==> src/rtl/pwm_cyc_pkg.sv <==
package pwm_cyc_pkg;

   // Source of cycle timing
   typedef enum logic {
      SRC_LEVEL = 1'b0,   // internal rate picked by pin level
      SRC_EDGE  = 1'b1    // locked to accepted falling edges
   } cyc_src_e;

   // Per-tick decision of the high-side latch
   typedef enum logic [2:0] {
      ACT_HOLD  = 3'd0,   // nothing changes
      ACT_SET   = 3'd1,   // switch on, request consumed
      ACT_CUT   = 3'd2,   // trip ends the on-time
      ACT_FORCE = 3'd3,   // cycle end without skip: off, re-request
      ACT_SKIP  = 3'd4,   // off-time skipped, on-time continues
      ACT_WAIT  = 3'd5,   // request held for minimum off-time
      ACT_DROP  = 3'd6    // request discarded by an active trip
   } latch_act_e;

endpackage

==> src/rtl/pwm_sync_fall.sv <==
module pwm_sync_fall #(
   parameter int STAGES = 2
) (
   input  logic clk,
   input  logic rst_n,
   input  logic pin,
   output logic lvl,
   output logic fall
);

   logic [STAGES-1:0] chain_q;
   logic              last_q;

   generate
      for (genvar s = 0; s < STAGES; s++) begin : g_stage
         if (s == 0) begin : g_first
            always_ff @(posedge clk or negedge rst_n) begin
               if (!rst_n) chain_q[s] <= 1'b0;
               else        chain_q[s] <= pin;
            end
         end else begin : g_next
            always_ff @(posedge clk or negedge rst_n) begin
               if (!rst_n) chain_q[s] <= 1'b0;
               else        chain_q[s] <= chain_q[s-1];
            end
         end
      end
   endgenerate

   always_ff @(posedge clk or negedge rst_n) begin
      if (!rst_n) last_q <= 1'b0;
      else        last_q <= chain_q[STAGES-1];
   end

   assign lvl  = chain_q[STAGES-1];
   assign fall = last_q & ~chain_q[STAGES-1];

endmodule

==> src/rtl/pwm_timebase.sv <==
module pwm_timebase
   import pwm_cyc_pkg::*;
#(
   parameter int PERIOD_LO_TICKS = 500,
   parameter int PERIOD_HI_TICKS = 333,
   parameter int SYNC_MIN_TICKS  = 294,
   parameter int SYNC_MAX_TICKS  = 417
) (
   input  logic clk,
   input  logic rst_n,
   input  logic lvl,
   input  logic fall,
   output logic cyc_start
);

   localparam int TOP = (PERIOD_LO_TICKS > SYNC_MAX_TICKS) ? PERIOD_LO_TICKS : SYNC_MAX_TICKS;
   localparam int CW  = $clog2(TOP + 1);
   localparam int AW  = $clog2(SYNC_MAX_TICKS + 1);

   logic [CW-1:0] cnt_q;
   logic [AW-1:0] age_q;
   cyc_src_e      src_q;

   logic [CW-1:0] last_tick;
   logic          accept, expire, wrap, start;

   assign last_tick = lvl ? CW'(PERIOD_HI_TICKS - 1) : CW'(PERIOD_LO_TICKS - 1);

   // Edge accepted when free-running, or when spaced far enough from the last one
   assign accept = fall && ((src_q == SRC_LEVEL) || (age_q >= AW'(SYNC_MIN_TICKS - 1)));
   // Edge source silent for the slowest period: start here and fall back
   assign expire = (src_q == SRC_EDGE) && !accept && (age_q >= AW'(SYNC_MAX_TICKS - 1));
   // Internal rate
   assign wrap   = (src_q == SRC_LEVEL) && !accept && (cnt_q >= last_tick);
   assign start  = accept | expire | wrap;

   always_ff @(posedge clk or negedge rst_n) begin
      if (!rst_n) begin
         cnt_q     <= '0;
         age_q     <= AW'(SYNC_MAX_TICKS);
         src_q     <= SRC_LEVEL;
         cyc_start <= 1'b0;
      end else begin
         cyc_start <= start;
         cnt_q     <= start ? '0 : cnt_q + CW'(1);
         if (accept)
            age_q <= '0;
         else if (age_q < AW'(SYNC_MAX_TICKS))
            age_q <= age_q + AW'(1);
         if (accept)
            src_q <= SRC_EDGE;
         else if (expire)
            src_q <= SRC_LEVEL;
      end
   end

endmodule

==> src/rtl/pwm_hs_latch.sv <==
module pwm_hs_latch
   import pwm_cyc_pkg::*;
#(
   parameter int MIN_OFF_TICKS = 30,
   parameter int MAX_SKIP      = 3
) (
   input  logic clk,
   input  logic rst_n,
   input  logic cyc_start,
   input  logic vout_low,
   input  logic pwm_trip,
   input  logic ilim_src,
   input  logic ilim_snk,
   output logic hs_on
);

   localparam int OW = $clog2(MIN_OFF_TICKS + 1);

   logic          hs_q, pend_q;
   logic [OW-1:0] off_q;
   logic          trip, off_ok, skip_ok, want;
   latch_act_e    act;

   assign trip   = pwm_trip | ilim_src | ilim_snk;
   assign off_ok = (off_q >= OW'(MIN_OFF_TICKS));
   assign want   = cyc_start | pend_q;

   always_comb begin
      act = ACT_HOLD;
      if (hs_q) begin
         if (trip)
            act = ACT_CUT;
         else if (cyc_start)
            act = (vout_low && skip_ok) ? ACT_SKIP : ACT_FORCE;
      end else if (want) begin
         if (trip)
            act = ACT_DROP;
         else if (off_ok)
            act = ACT_SET;
         else
            act = ACT_WAIT;
      end
   end

   always_ff @(posedge clk or negedge rst_n) begin
      if (!rst_n) begin
         hs_q   <= 1'b0;
         pend_q <= 1'b0;
         off_q  <= OW'(MIN_OFF_TICKS);
      end else begin
         case (act)
            ACT_SET: begin
               hs_q   <= 1'b1;
               pend_q <= 1'b0;
            end
            ACT_CUT: begin
               hs_q  <= 1'b0;
               off_q <= OW'(1);
            end
            ACT_FORCE: begin
               hs_q   <= 1'b0;
               pend_q <= 1'b1;
               off_q  <= OW'(1);
            end
            ACT_WAIT: pend_q <= 1'b1;
            ACT_DROP: pend_q <= 1'b0;
            default: ;
         endcase
         if (!hs_q && !off_ok && act != ACT_SET)
            off_q <= off_q + OW'(1);
      end
   end

   generate
      if (MAX_SKIP > 0) begin : g_skip
         localparam int SW = $clog2(MAX_SKIP + 1);
         logic [SW-1:0] skip_q;
         always_ff @(posedge clk or negedge rst_n) begin
            if (!rst_n)
               skip_q <= '0;
            else if (act == ACT_CUT || act == ACT_FORCE)
               skip_q <= '0;
            else if (act == ACT_SKIP)
               skip_q <= skip_q + SW'(1);
         end
         assign skip_ok = (skip_q < SW'(MAX_SKIP));
      end else begin : g_noskip
         assign skip_ok = 1'b0;
      end
   endgenerate

   assign hs_on = hs_q;

endmodule

==> src/rtl/pwm_cycle_ctrl.sv <==
module pwm_cycle_ctrl #(
   parameter int PERIOD_LO_TICKS = 500,
   parameter int PERIOD_HI_TICKS = 333,
   parameter int SYNC_MIN_TICKS  = 294,
   parameter int SYNC_MAX_TICKS  = 417,
   parameter int MIN_OFF_TICKS   = 30,
   parameter int MAX_SKIP        = 3,
   parameter int SYNC_STAGES     = 2
) (
   input  logic clk,
   input  logic rst_n,
   input  logic rate_sync,
   input  logic vout_low,
   input  logic pwm_trip,
   input  logic ilim_src,
   input  logic ilim_snk,
   output logic hs_on
);

   generate
      if (PERIOD_HI_TICKS >= PERIOD_LO_TICKS) begin : g_chk_rate
         $error("high rate period must be shorter than low rate period");
      end
      if (SYNC_MIN_TICKS > SYNC_MAX_TICKS || SYNC_MIN_TICKS < 2) begin : g_chk_sync
         $error("sync window must satisfy 2 <= min <= max");
      end
      if (MIN_OFF_TICKS < 1 || MIN_OFF_TICKS >= PERIOD_HI_TICKS) begin : g_chk_off
         $error("minimum off-time must be at least 1 and below the short period");
      end
      if (MAX_SKIP < 0 || SYNC_STAGES < 2) begin : g_chk_misc
         $error("skip limit must be non-negative and synchronizer at least 2 stages");
      end
   endgenerate

   logic sync_lvl, sync_fall, cyc_start;

   pwm_sync_fall #(
      .STAGES (SYNC_STAGES)
   ) u_sync (
      .clk  (clk),
      .rst_n(rst_n),
      .pin  (rate_sync),
      .lvl  (sync_lvl),
      .fall (sync_fall)
   );

   pwm_timebase #(
      .PERIOD_LO_TICKS(PERIOD_LO_TICKS),
      .PERIOD_HI_TICKS(PERIOD_HI_TICKS),
      .SYNC_MIN_TICKS (SYNC_MIN_TICKS),
      .SYNC_MAX_TICKS (SYNC_MAX_TICKS)
   ) u_time (
      .clk      (clk),
      .rst_n    (rst_n),
      .lvl      (sync_lvl),
      .fall     (sync_fall),
      .cyc_start(cyc_start)
   );

   pwm_hs_latch #(
      .MIN_OFF_TICKS(MIN_OFF_TICKS),
      .MAX_SKIP     (MAX_SKIP)
   ) u_latch (
      .clk      (clk),
      .rst_n    (rst_n),
      .cyc_start(cyc_start),
      .vout_low (vout_low),
      .pwm_trip (pwm_trip),
      .ilim_src (ilim_src),
      .ilim_snk (ilim_snk),
      .hs_on    (hs_on)
   );

endmodule

==> config.mk <==
export PLATFORM = sky130hd
export DESIGN_NAME = pwm_cycle_ctrl
export DESIGN_NICKNAME = d
export VERILOG_FILES = /design/src/rtl/pwm_cyc_pkg.sv /design/src/rtl/pwm_sync_fall.sv /design/src/rtl/pwm_timebase.sv /design/src/rtl/pwm_hs_latch.sv /design/src/rtl/pwm_cycle_ctrl.sv
export SDC_FILE = /design/constraint.sdc
export NUM_CORES = 1
export LEC_CHECK = 0
export ABC_CLOCK_PERIOD_IN_PS = 2600
export BUFFER_PORTS_ARGS = -buffer_cell sky130_fd_sc_hd__buf_2
export CAP_MARGIN = 20
export CORE_ASPECT_RATIO = 1.1
export CORE_UTILIZATION = 44
export DETAILED_ROUTE_END_ITERATION = 10
export REMOVE_ABC_BUFFERS = 1
export SYNTH_ARGS = -nofsm -noshare
export SYNTH_HDL_FRONTEND = slang
export SYNTH_SLANG_ARGS = --single-unit
==> constraint.sdc <==
create_clock -name clk -period 2.6 [get_ports clk]
set_clock_uncertainty 0.2 [all_clocks]
set_input_delay 0.26 -clock clk [delete_from_list [all_inputs] [get_ports clk]]
set_output_delay 0.26 -clock clk [all_outputs]
set_load 0.02 [all_outputs]
==> results.txt <==
----------------------------------------------------
[Run status]
  Status ... finished clean

[Global route]
  First-pass GRT wire length ... 6040 microns
  Pin count of the biggest net entering global routing ... 33
  Gr ovfl total ... 0
  Overall track demand over capacity in global routing ... 17.5%
  Number of antenna violations at the first check in global routing ... 0
  Vias in the first global route ... 1372

[Route]
  Length of the first detailed-routing pass in iterations ... 4
  Routed length on met2 ... 1650 microns
  Top sig layer ... met4
  Total met3 wirelength after detailed routing ... 85 microns
  Wire length reported by the detailed router ... 3430 microns
  Starting DRT DRC Count ... 70
  Residual DRC count ... 0
  Detailed-routing wirelength on met1 ... 1640 microns
  Post-route ant nets ... 0
  Mean routed wirelength per cell ... 14.1 microns
  Vias ... 1352
  Avg Vias per Cell ... 5.56

[Setup path]
  Startpoint of the worst register-to-register path ... u_sync.lvl$_DFF_PN0_
  Worst EP required ... 2.52 ns
  Kind of end point of the critical path ... flip-flop
  Worst-path maximum fanout ... 10
  Critical Path Start ... u_sync.lvl$_DFF_PN0_
  Sort of element at the start of the critical path ... flip-flop
  Critical path data arrival time ... 2.24 ns
  Count of cells along the worst register-to-register path ... 6
  Category of the most critical setup path ... reg -> reg

[Synthesis]
  Main area contributors after synthesis ... sky130_fd_sc_hd__dfrtp_1, sky130_fd_sc_hd__dfstp_2, sky130_fd_sc_hd__ha_1, sky130_fd_sc_hd__a211oi_1, sky130_fd_sc_hd__nand3_1
  Sequential fraction of the synthesis area ... 44.7%
  Yosys warning count ... 0
  Post-synth cell types ... 42
  Post-Syn Instances ... 177
  Post-synth design cell area ... 1810 sq um
  Number of register bits inferred by synthesis ... 32
  Library cell with the largest summed area after synthesis ... sky130_fd_sc_hd__dfrtp_1
  Share of Yosys cell area claimed by the top area cell type ... 33.1%
  Average cell area after synthesis ... 10.2 sq um

[Clocking]
  Depth of the CTS H-tree ... 2
  Clock buffer count from CTS ... 5
  CTS Root Buffer Type ... sky130_fd_sc_hd__clkbuf_8
  Clock tree from TritonCTS ... done
  Hold-fix buffers at CTS ... 2
  Maximum root-to-sink buffer count ... 2
  # Post-CTS Setup Buffers ... 0
  Post-cts repair resize count ... 0
  Clock-pin slew on the worst setup and hold paths ... 0.07 ns
  Insertion delay of the later-clocked pin in the worst-skew pair ... 0.28 ns
  Number of sinks handled by clock tree synthesis ... 32

[STA]
  Total negative slack ... 0 ns
  Transition time at the pin with the least slew margin ... 0.841 ns
  Part of the cycle the worst path needs ... 89.0%
  RSZ-0062 raised after global routing ... no
  Slew Viols, Final ... 0
  Clock period minus worst slack ... 2.31 ns
  Worst-case hold slack ... 0.0919 ns
  Hold Vio Cnt, Final ... 0
  Upper clock frequency limit ... 432 MHz
  Remaining max-slew budget at the tightest pin ... 43.6%
  Finish-stage setup viols ... 0

[Power]
  Peak supply drop ... 0.000489 V
  P per Cell Area ... 1030 nW/um^2
  Leakage ... 0.000901 uW

[Final layout]
  Fraction of layout instances using a drive strength above 1 ... 14.1%
  Most common library cell in the layout ignoring fill and taps ... sky130_fd_sc_hd__dfrtp_1
  Number of antenna cells inserted ... 0
  Nets ... 211
  Most used cells in the layout excluding fill and tap cells ... sky130_fd_sc_hd__dfrtp_1, sky130_fd_sc_hd__ha_1, sky130_fd_sc_hd__nand2_1, sky130_fd_sc_hd__nand3_1, sky130_fd_sc_hd__nor2_1
  Area growth from synthesis to layout ... 11.7%

[Min path]
  Number of instances on the worst hold path ... 3
  Type of the most critical hold path ... in -> reg
  Start point of the worst hold path ... pwm_trip

[Placement]
  Global placement routability congestion ... 0.718
  Number of buffers inserted by port buffering ... 7
  Half-perimeter wire length after detailed placement ... 2470 microns

[Floorplan]
  Die Footprint ... 4380 sq um
  Effective utilization at floorplan ... 45.7%
  Number of rows in the core area ... 24
  I/O Pins ... 8
  Floorplan die height ... 69.3 microns
  Overall die width ... 63.2 microns
  CORE AREA ... 3960 sq um

[Flow run]
  Max-capacitance violation count ... 0

----------------------------------------------------
==> Yosys cell counts, drive strengths merged <==
library cell / count
inv: 10
and2: 1
a22o: 2
nand3: 11
dfstp: 8
a21oi: 3
and3: 2
a41oi: 1
nor4: 3
buf: 3
a211o: 2
o2bb2ai: 2
nor3: 3
o2111ai: 1
nor3b: 1
ha: 14
or2: 1
a21o: 4
nand4: 3
o31a: 3
xnor2: 3
nand2: 13
xor2: 6
o211ai: 3
a31oi: 3
o31ai: 1
or3: 1
o21a: 2
a2111oi: 1
o21ai: 13
dfrtp: 24
and4: 1
a211oi: 9
clkbuf: 1
o311a: 1
nor2: 11
mux2i: 2
nand2b: 2
nor2b: 2
==> final timing paths <==
| check | end | slack [ns] |
|---|---|---|
| max reg2reg | u_time.cnt_q[7]$_DFF_PN0_ | 0.29 |
| max in group asynchronous | u_latch.pend_q$_DFFE_PN0P_ | 1.39 |
| max | u_time.cnt_q[7]$_DFF_PN0_ | 0.29 |
| min in group asynchronous | u_sync.chain_q[0]$_DFF_PN0_ | 0.36 |
| min | u_latch.hs_on$_DFFE_PN0P_ | 0.09 |
| min reg2reg | u_sync.lvl$_DFF_PN0_ | 0.15 |
==> flip-flops by register name, summed over array words and instances, names as in the netlist <==
name	cells
u_time.src_q	1
u_latch.pend_q	1
u_time.cnt_q	9
u_sync.lvl	1
u_time.cyc_start	1
u_latch.hs_on	1
u_time.age_q	9
u_latch.g_skip.skip_q	2
u_sync.chain_q	1
u_latch.off_q	5
u_sync.last_q	1
==> cells by family after synthesis <==
| family | share of synthesized area (%) |
|---|---|
| compound gates | 21.5 |
| xor+xnor | 4.35 |
| fa+ha+maj | 9.66 |
| buf+inv | 3.52 |
| flops | 44.7 |
| mux | 1.10 |
| simple gates | 15.2 |
==> stage by stage <==
step / std cells / utilization (%) / power, uW / setup slack, ns / cell area, sq um
finish: 243 / 51.1 / 2090 / 0.286 / 2030
global route: 243 / 51.1 / 2260 / 0.138 / 2030
CTS: 243 / 51.1 / 2110 / 0.277 / 2030
detailed placement: 233 / 47.8 / 1620 / 0.313 / 1890
global placement: 233 / 47.8 / 1580 / 0.407 / 1890
floorplan: 173 / - / 1430 / 0.344 / 1790
==> worst max-delay path, stage by stage, from the launching register on <==
cell	delay, ns
sky130_fd_sc_hd__dfrtp_1	0.46
sky130_fd_sc_hd__inv_1	0.15
sky130_fd_sc_hd__ha_1	0.33
sky130_fd_sc_hd__a21o_1	0.11
sky130_fd_sc_hd__a31oi_1	0.04
sky130_fd_sc_hd__o21ai_1	0.67
sky130_fd_sc_hd__a211oi_1	0.19
==> cell type report <==
cell class | instances | area [sq um]
flip-flops and latches | 32 | 811
well taps | 52 | 65.1
multi-input cells | 131 | 938
fillers | 372 | 1940
repair buffers | 10 | 62.6
inverters | 10 | 37.5
clock buffers | 5 | 68.8
clock inverters | 3 | 42.5
==> per-layer routing <==
layer | global-route usage [%] | vias to the layer above
met1 | 22.0 | 648
met4 | 7.58 | 0
met3 | 4.28 | 6
met5 | 0 | -
li1 | - | 682
met2 | 28.6 | 16
==> power breakdown <==
group          total [uW]  internal, uW  switching (uW)
clock network         475           283             192
logic                 683           314             369
registers             929           700             229
total                2090          1300             789
No activity file was read; power rests on OpenSTA's default activity.
